File: config.mk
export PLATFORM = sky130hd
export DESIGN_NAME = dual_adc_reader
export DESIGN_NICKNAME = d
export VERILOG_FILES = /design/src/rtl/adc_rd_pkg.sv /design/src/rtl/adc_rd_sclk_gen.sv /design/src/rtl/adc_rd_shifter.sv /design/src/rtl/adc_rd_pacer.sv /design/src/rtl/dual_adc_reader.sv
export SDC_FILE = /design/constraint.sdc
export NUM_CORES = 1
export LEC_CHECK = 0
export BUFFER_PORTS_ARGS = -buffer_cell sky130_fd_sc_hd__buf_2
export CAP_MARGIN = 20
export CORE_MARGIN = 10
export CORE_UTILIZATION = 47
export DETAILED_ROUTE_END_ITERATION = 16
export PLACE_DENSITY = 0.67
export SYNTH_ARGS = -nofsm -noshare
export SYNTH_HDL_FRONTEND = slang
export SYNTH_SLANG_ARGS = --single-unit
File: constraint.sdc
create_clock -name clk -period 2.7 [get_ports clk]
set_input_delay 0.405 -clock clk [delete_from_list [all_inputs] [get_ports clk]]
set_output_delay 0.405 -clock clk [all_outputs]
set_load 0.02 [all_outputs]
File: src/rtl/adc_rd_pkg.sv
package adc_rd_pkg;

  typedef enum logic [1:0] {
    ST_IDLE  = 2'd0,
    ST_LEAD  = 2'd1,
    ST_SHIFT = 2'd2,
    ST_TAIL  = 2'd3
  } rd_state_t;

  // Effective serial half period: zero is promoted to one system clock.
  function automatic int unsigned eff_half(input int unsigned h);
    return (h == 0) ? 1 : h;
  endfunction

  // True when bit index idx (0-based, arrival order) carries payload,
  // given a frame of two halves, each pad bits followed by dat bits.
  function automatic logic is_payload(input int unsigned idx,
                                      input int unsigned pad,
                                      input int unsigned dat);
    return (idx % (pad + dat)) >= pad;
  endfunction

endpackage

File: src/rtl/adc_rd_sclk_gen.sv
module adc_rd_sclk_gen #(
  parameter int DIV_W = 8
) (
  input  logic             clk,
  input  logic             rst,
  input  logic             run,
  input  logic [DIV_W-1:0] half,
  output logic             half_tick
);

  logic [DIV_W-1:0] hcnt;

  assign half_tick = run && (hcnt == half - DIV_W'(1));

  always_ff @(posedge clk) begin
    if (rst || !run || half_tick) hcnt <= '0;
    else                          hcnt <= hcnt + DIV_W'(1);
  end

endmodule

File: src/rtl/adc_rd_shifter.sv
module adc_rd_shifter
  import adc_rd_pkg::*;
#(
  parameter int DATA_W = 14,
  parameter int PAD_W  = 2
) (
  input  logic                     clk,
  input  logic                     rst,
  input  logic                     clear,
  input  logic                     take,
  input  logic                     sdata,
  output logic                     last_take,
  output logic signed [DATA_W-1:0] res0,
  output logic signed [DATA_W-1:0] res1,
  output logic                     res_valid
);

  localparam int FRAME_BITS = 2 * (PAD_W + DATA_W);
  localparam int CNT_W      = $clog2(FRAME_BITS);
  localparam int SH_W       = 2 * DATA_W - 1;

  logic [CNT_W-1:0] cnt;
  logic [SH_W-1:0]  sh;
  logic             keep;

  assign keep      = is_payload(int'(cnt), PAD_W, DATA_W);
  assign last_take = take && (cnt == CNT_W'(FRAME_BITS - 1));

  always_ff @(posedge clk) begin
    if (rst) begin
      cnt       <= '0;
      sh        <= '0;
      res0      <= '0;
      res1      <= '0;
      res_valid <= 1'b0;
    end else begin
      res_valid <= 1'b0;
      if (clear) begin
        cnt <= '0;
      end else if (take) begin
        cnt <= cnt + CNT_W'(1);
        if (keep) sh <= {sh[SH_W-2:0], sdata};
        if (last_take) begin
          res0      <= $signed(sh[SH_W-1:DATA_W-1]);
          res1      <= $signed({sh[DATA_W-2:0], sdata});
          res_valid <= 1'b1;
        end
      end
    end
  end

endmodule

File: src/rtl/adc_rd_pacer.sv
module adc_rd_pacer #(
  parameter int GAP_W         = 8,
  parameter int MIN_FRAME_CYC = 67
) (
  input  logic             clk,
  input  logic             rst,
  input  logic             launch,
  input  logic             rise_last,
  input  logic [GAP_W-1:0] acq_gap,
  output logic             ready
);

  localparam int               PER_W   = $clog2(MIN_FRAME_CYC + 1);
  localparam logic [PER_W-1:0] PER_TOP = PER_W'(MIN_FRAME_CYC);
  localparam logic [GAP_W-1:0] GAP_TOP = '1;

  logic [PER_W-1:0] per_cnt;
  logic [GAP_W-1:0] gap_cnt;
  logic             per_ok;
  logic             gap_ok;

  assign per_ok = per_cnt >= PER_TOP;
  assign gap_ok = gap_cnt >= acq_gap;
  assign ready  = per_ok && gap_ok;

  always_ff @(posedge clk) begin
    if (rst)                  per_cnt <= PER_TOP;
    else if (launch)          per_cnt <= PER_W'(1);
    else if (per_cnt < PER_TOP) per_cnt <= per_cnt + PER_W'(1);
  end

  always_ff @(posedge clk) begin
    if (rst)                    gap_cnt <= GAP_TOP;
    else if (rise_last)         gap_cnt <= GAP_W'(1);
    else if (gap_cnt != GAP_TOP) gap_cnt <= gap_cnt + GAP_W'(1);
  end

endmodule

File: src/rtl/dual_adc_reader.sv
module dual_adc_reader
  import adc_rd_pkg::*;
#(
  parameter int DATA_W        = 14,
  parameter int PAD_W         = 2,
  parameter int DIV_W         = 8,
  parameter int GAP_W         = 8,
  parameter int MIN_FRAME_CYC = 67
) (
  input  logic                     clk,
  input  logic                     rst,
  input  logic                     start,
  input  logic                     free_run,
  input  logic [DIV_W-1:0]         sck_half,
  input  logic [GAP_W-1:0]         acq_gap,
  input  logic                     sdata,
  output logic                     conv,
  output logic                     sclk,
  output logic signed [DATA_W-1:0] ch0,
  output logic signed [DATA_W-1:0] ch1,
  output logic                     frame_valid
);

  localparam int FRAME_BITS = 2 * (PAD_W + DATA_W);

  rd_state_t        state;
  logic [DIV_W-1:0] half_q;
  logic             req_pend;
  logic             busy;
  logic             half_tick;
  logic             rise_evt;
  logic             last_take;
  logic             ready;
  logic             launch;

  // Named internal events, also observed by the bound checker.
  assign busy     = (state != ST_IDLE);
  assign launch   = !busy && ready && (req_pend || start || free_run);
  assign rise_evt = half_tick && !sclk && (state == ST_LEAD || state == ST_SHIFT);

  adc_rd_sclk_gen #(.DIV_W(DIV_W)) u_sclk (
    .clk       (clk),
    .rst       (rst),
    .run       (busy),
    .half      (half_q),
    .half_tick (half_tick)
  );

  adc_rd_shifter #(.DATA_W(DATA_W), .PAD_W(PAD_W)) u_shift (
    .clk       (clk),
    .rst       (rst),
    .clear     (launch),
    .take      (rise_evt),
    .sdata     (sdata),
    .last_take (last_take),
    .res0      (ch0),
    .res1      (ch1),
    .res_valid (frame_valid)
  );

  adc_rd_pacer #(.GAP_W(GAP_W), .MIN_FRAME_CYC(MIN_FRAME_CYC)) u_pace (
    .clk       (clk),
    .rst       (rst),
    .launch    (launch),
    .rise_last (last_take),
    .acq_gap   (acq_gap),
    .ready     (ready)
  );

  always_ff @(posedge clk) begin
    if (rst) begin
      state    <= ST_IDLE;
      conv     <= 1'b0;
      sclk     <= 1'b0;
      half_q   <= DIV_W'(1);
      req_pend <= 1'b0;
    end else begin
      if (launch)     req_pend <= 1'b0;
      else if (start) req_pend <= 1'b1;

      case (state)
        ST_IDLE: if (launch) begin
          state  <= ST_LEAD;
          conv   <= 1'b1;
          half_q <= DIV_W'(eff_half(32'(sck_half)));
        end
        ST_LEAD: if (half_tick) begin
          sclk  <= 1'b1;
          conv  <= 1'b0;
          state <= ST_SHIFT;
        end
        ST_SHIFT: if (half_tick) begin
          sclk <= ~sclk;
          if (last_take) state <= ST_TAIL;
        end
        ST_TAIL: if (half_tick) begin
          sclk  <= 1'b0;
          state <= ST_IDLE;
        end
        default: state <= ST_IDLE;
      endcase
    end
  end

endmodule

==> out/metrics.cfg <==
[cells_and_area]
diodes = 0
nNetsFinal = 573
final_cells = 646
final_cell_mix = dfxtp_1 (95), nand2_1 (68), nor2_1 (59), buf_2 (51), mux2i_1 (37)
drive_gt1_frac = 0.201
syn_to_final_growth_pct = 17.3
final_common_cell = dfxtp_1
final_area_um2 = 5080
n_fill_cell = 814
finish.utilization = 0.575

[clocking]
path_clk_slew_ps = 90
numCtsBuffers = 9
root_buffer = clkbuf_8
cts_tree = done
cts.sinks = 97
cts_hold_buf = 0
clockBufferDepth = 2
clk_latency_ps = 360
htreeDepth = 3

[grt]
grt_max_degree = 73
antenna_found_initial = 0
grt_use_total = 0.134
overflow = 0
grt_pass1_wl_um = 15000
first_global_vias = 3314

[timing]
period_minus_slack_ps = 2700
rsz0062_at_grt = yes
tightest_slew_ps = 726
hold_violations = 0
fmax_mhz = 371
skew_ps = 6.28
max-slew-margin-rel = 0.516
period_share = 0.999
timing.final.ws_setup_ps = 3.51
slew_viol_final = 0
setup_violations = 0

[setup_path]
cp.depth = 11
r2r-start = half_q[1]$_SDFFE_PP0P_
cp_top_family = compound AO/OA/AOI/OAI gates
cp.required_ps = 2920
cp-start-kind = flip-flop
critPathCapture = u_shift.sh[6]$_SDFFE_PP0P_
crit_type = reg2reg
arrival_ps = 2920
cp_slowest_cell = or3b_4
path_buf_inv = 3
cp_max_fo = 7
cp_cell_sequence = inv_2 -> ha_4 -> or3b_4 -> nor3b_2 -> o2111ai_2 -> buf_4 -> a2111oi_4 -> o41ai_4 -> clkbuf_16 -> mux2i_1 -> nor2_1
startpoint = half_q[1]$_SDFFE_PP0P_
slowest_delay_ps = 410
regToRegSetupSlack_ps = 4
reg2reg_to = u_shift.sh[6]$_SDFFE_PP0P_
crit_path_end_kind = flip-flop
reg2reg_depth = 11

[min_path]
hold_path.class = in2reg

[logic_synthesis]
syn_inst = 477
yosys_warnings = 0
post_synth_num_cell_types = 52
syn_nets = 517
synth.avg_cell_area_um2 = 9.09
ys_seq_elements = 97
yosysSeqAreaShare = 0.448
synth_edf_count = 0
ys.flop_type = dfxtp_1
syn_area_um2 = 4340
async_flop_share = 0

[routing]
route.detailed.drc = 0
vias = 3374
wl_per_cell_um = 14.5
ant_nets = 0
dr.pass1.iters = 4
viasPerCell = 5.22
routed_wl_um = 9350
drt_iter0_markers = 144

[power_and_ir_drop]
vdd_drop_max_mv = 0.426
power_frac_clock = 0.211
switching_share = 0.354
intPower_mw = 2.64
combPwrFrac = 0.361
p_switching_mw = 1.45
p_leak_nw = 2.30
p_seq_frac = 0.429
power_density_nw_per_um2 = 805

[die]
die_x_um = 116
ios = 52
coreArea_um2 = 8850
die_h_um = 116
start_util = 0.490
die_area_um2 = 13500
fp-row-count = 34

[placed_design]
port_buffers = 51
dp_cells = 625
post-dp-hpwl_um = 6190
place.gp.congestion = 0.767
placed_area_um2 = 4750
place_worst_setup_slack_ps = -40.7

[job]
cap_violations = 0

[run_status]
status = completed

==> worst min-delay path, cell delays in order <==
cell	delay, ps
buf_2	90
nor2_1	30
nor2_1	80
==> stage by stage <==
stage,TNS (ps),power (mW),hold slack [ps]
2_1_floorplan,0,2.81,436
3_3_place_gp,0,3.12,436
3_5_place_dp,-514,3.17,440
4_1_cts,0,4.03,268
5_1_grt,-2800,4.38,287
6_report,0,4.09,278
==> power by group through the flow <==
| stage | registers, mW | logic (mW) | clock network, mW |
|---|---|---|---|
| 2_1_floorplan | 1.74 | 1.07 | 0 |
| 5_1_grt | 1.78 | 1.65 | 0.941 |
| 3_5_place_dp | 1.77 | 1.39 | 0 |
| 4_1_cts | 1.74 | 1.40 | 0.885 |
| 6_report | 1.75 | 1.48 | 0.862 |
| 3_3_place_gp | 1.76 | 1.35 | 0 |
==> Yosys cell counts, types with 2 or more instances <==
cell	count	area, um2
clkbuf_1	13	48.8
nor3_1	5	25.0
a211oi_2	2	25.0
xor2_1	13	114
nand3_1	14	70.1
xnor2_1	9	78.8
nand2b_1	4	25.0
o21bai_1	6	45.0
and2_1	2	12.5
nand2_1	68	255
nand4_1	3	18.8
nand3b_1	2	15.0
inv_1	21	78.8
ha_1	19	238
buf_6	4	45.0
o211ai_1	3	22.5
nor2_1	59	221
mux2i_1	38	380
nor4_1	2	12.5
buf_2	3	15.0
dfxtp_1	97	1940
a21oi_1	35	175
a21o_1	7	52.6
buf_4	3	22.5
o21ai_0	5	25.0
or3_1	4	25.0
a311oi_1	2	17.5
nor2b_1	3	18.8
and3_1	7	43.8
or4_1	2	15.0
==> flip-flops by register name, summed over array words and instances, names as in the netlist <==
name,cells
u_shift.res0,14
u_pace.per_cnt,7
u_shift.res1,14
u_shift.sh,27
u_shift.res_valid,1
state,2
u_shift.cnt,5
half_q,8
u_sclk.hcnt,8
req_pend,1
u_pace.gap_cnt,8
sclk,1
conv,1
==> cell families (layout without fill, tap and decap cells) <==
kind of cell / after synthesis / in the layout / synth area share
adder cells (fa/ha/maj): 19 / 19 / 0.0548
AO/OA/AOI/OAI: 72 / 72 / 0.120
multiplexers: 39 / 39 / 0.0903
buffers and inverters: 45 / 106 / 0.0493
AND/OR/NAND/NOR: 183 / 183 / 0.193
XOR/XNOR: 22 / 22 / 0.0444
flip-flops: 97 / 97 / 0.448
==> layout make-up <==
cell class / count / area, um2 / share of cell area
Multi-Input combinational cell: 335 / 2270 / 0.446
Sequential cell: 97 / 1940 / 0.382
Timing Repair Buffer: 69 / 488 / 0.0960
Tap cell: 108 / 135 / 0.0266
Clock buffer: 11 / 131 / 0.0258
Inverter: 21 / 78.8 / 0.0155
Clock inverter: 5 / 38.8 / 0.00763
==> routing by layer <==
layer / track usage / up-vias / share of wire
li1: - / 1728 / -
met1: 0.168 / 1577 / 0.48
met2: 0.218 / 61 / 0.46
met3: 0.0403 / 8 / 0.047
met4: 0.0367 / 0 / 0.0076
met5: 0 / - / 0
==> how the worst min path moves through the flow <==
stage	start	cells past startpoint	endpoint
after floorplan	u_shift.cnt[4]$_SDFFE_PP0P_	2	u_shift.cnt[4]$_SDFFE_PP0P_
after global routing	sdata	3	u_shift.res1[0]$_SDFFE_PP0P_
after detailed placement	u_shift.res0[5]$_SDFFE_PP0P_	2	u_shift.res0[5]$_SDFFE_PP0P_
after global placement	u_shift.res0[8]$_SDFFE_PP0P_	2	u_shift.res0[8]$_SDFFE_PP0P_
after CTS	start	3	req_pend$_SDFFE_PP0P_
final	start	3	req_pend$_SDFFE_PP0P_
==> timing repair <==
item                                   4_1_cts  5_1_grt
pin swaps                                    0        6
buffers inserted                             0        1
gates resized for setup                      1       17
endpoints found under the hold margin        0        0
cloned                                       0        4
setup endpoints to repair                   23       51
Power figures use the tool's default switching activity.
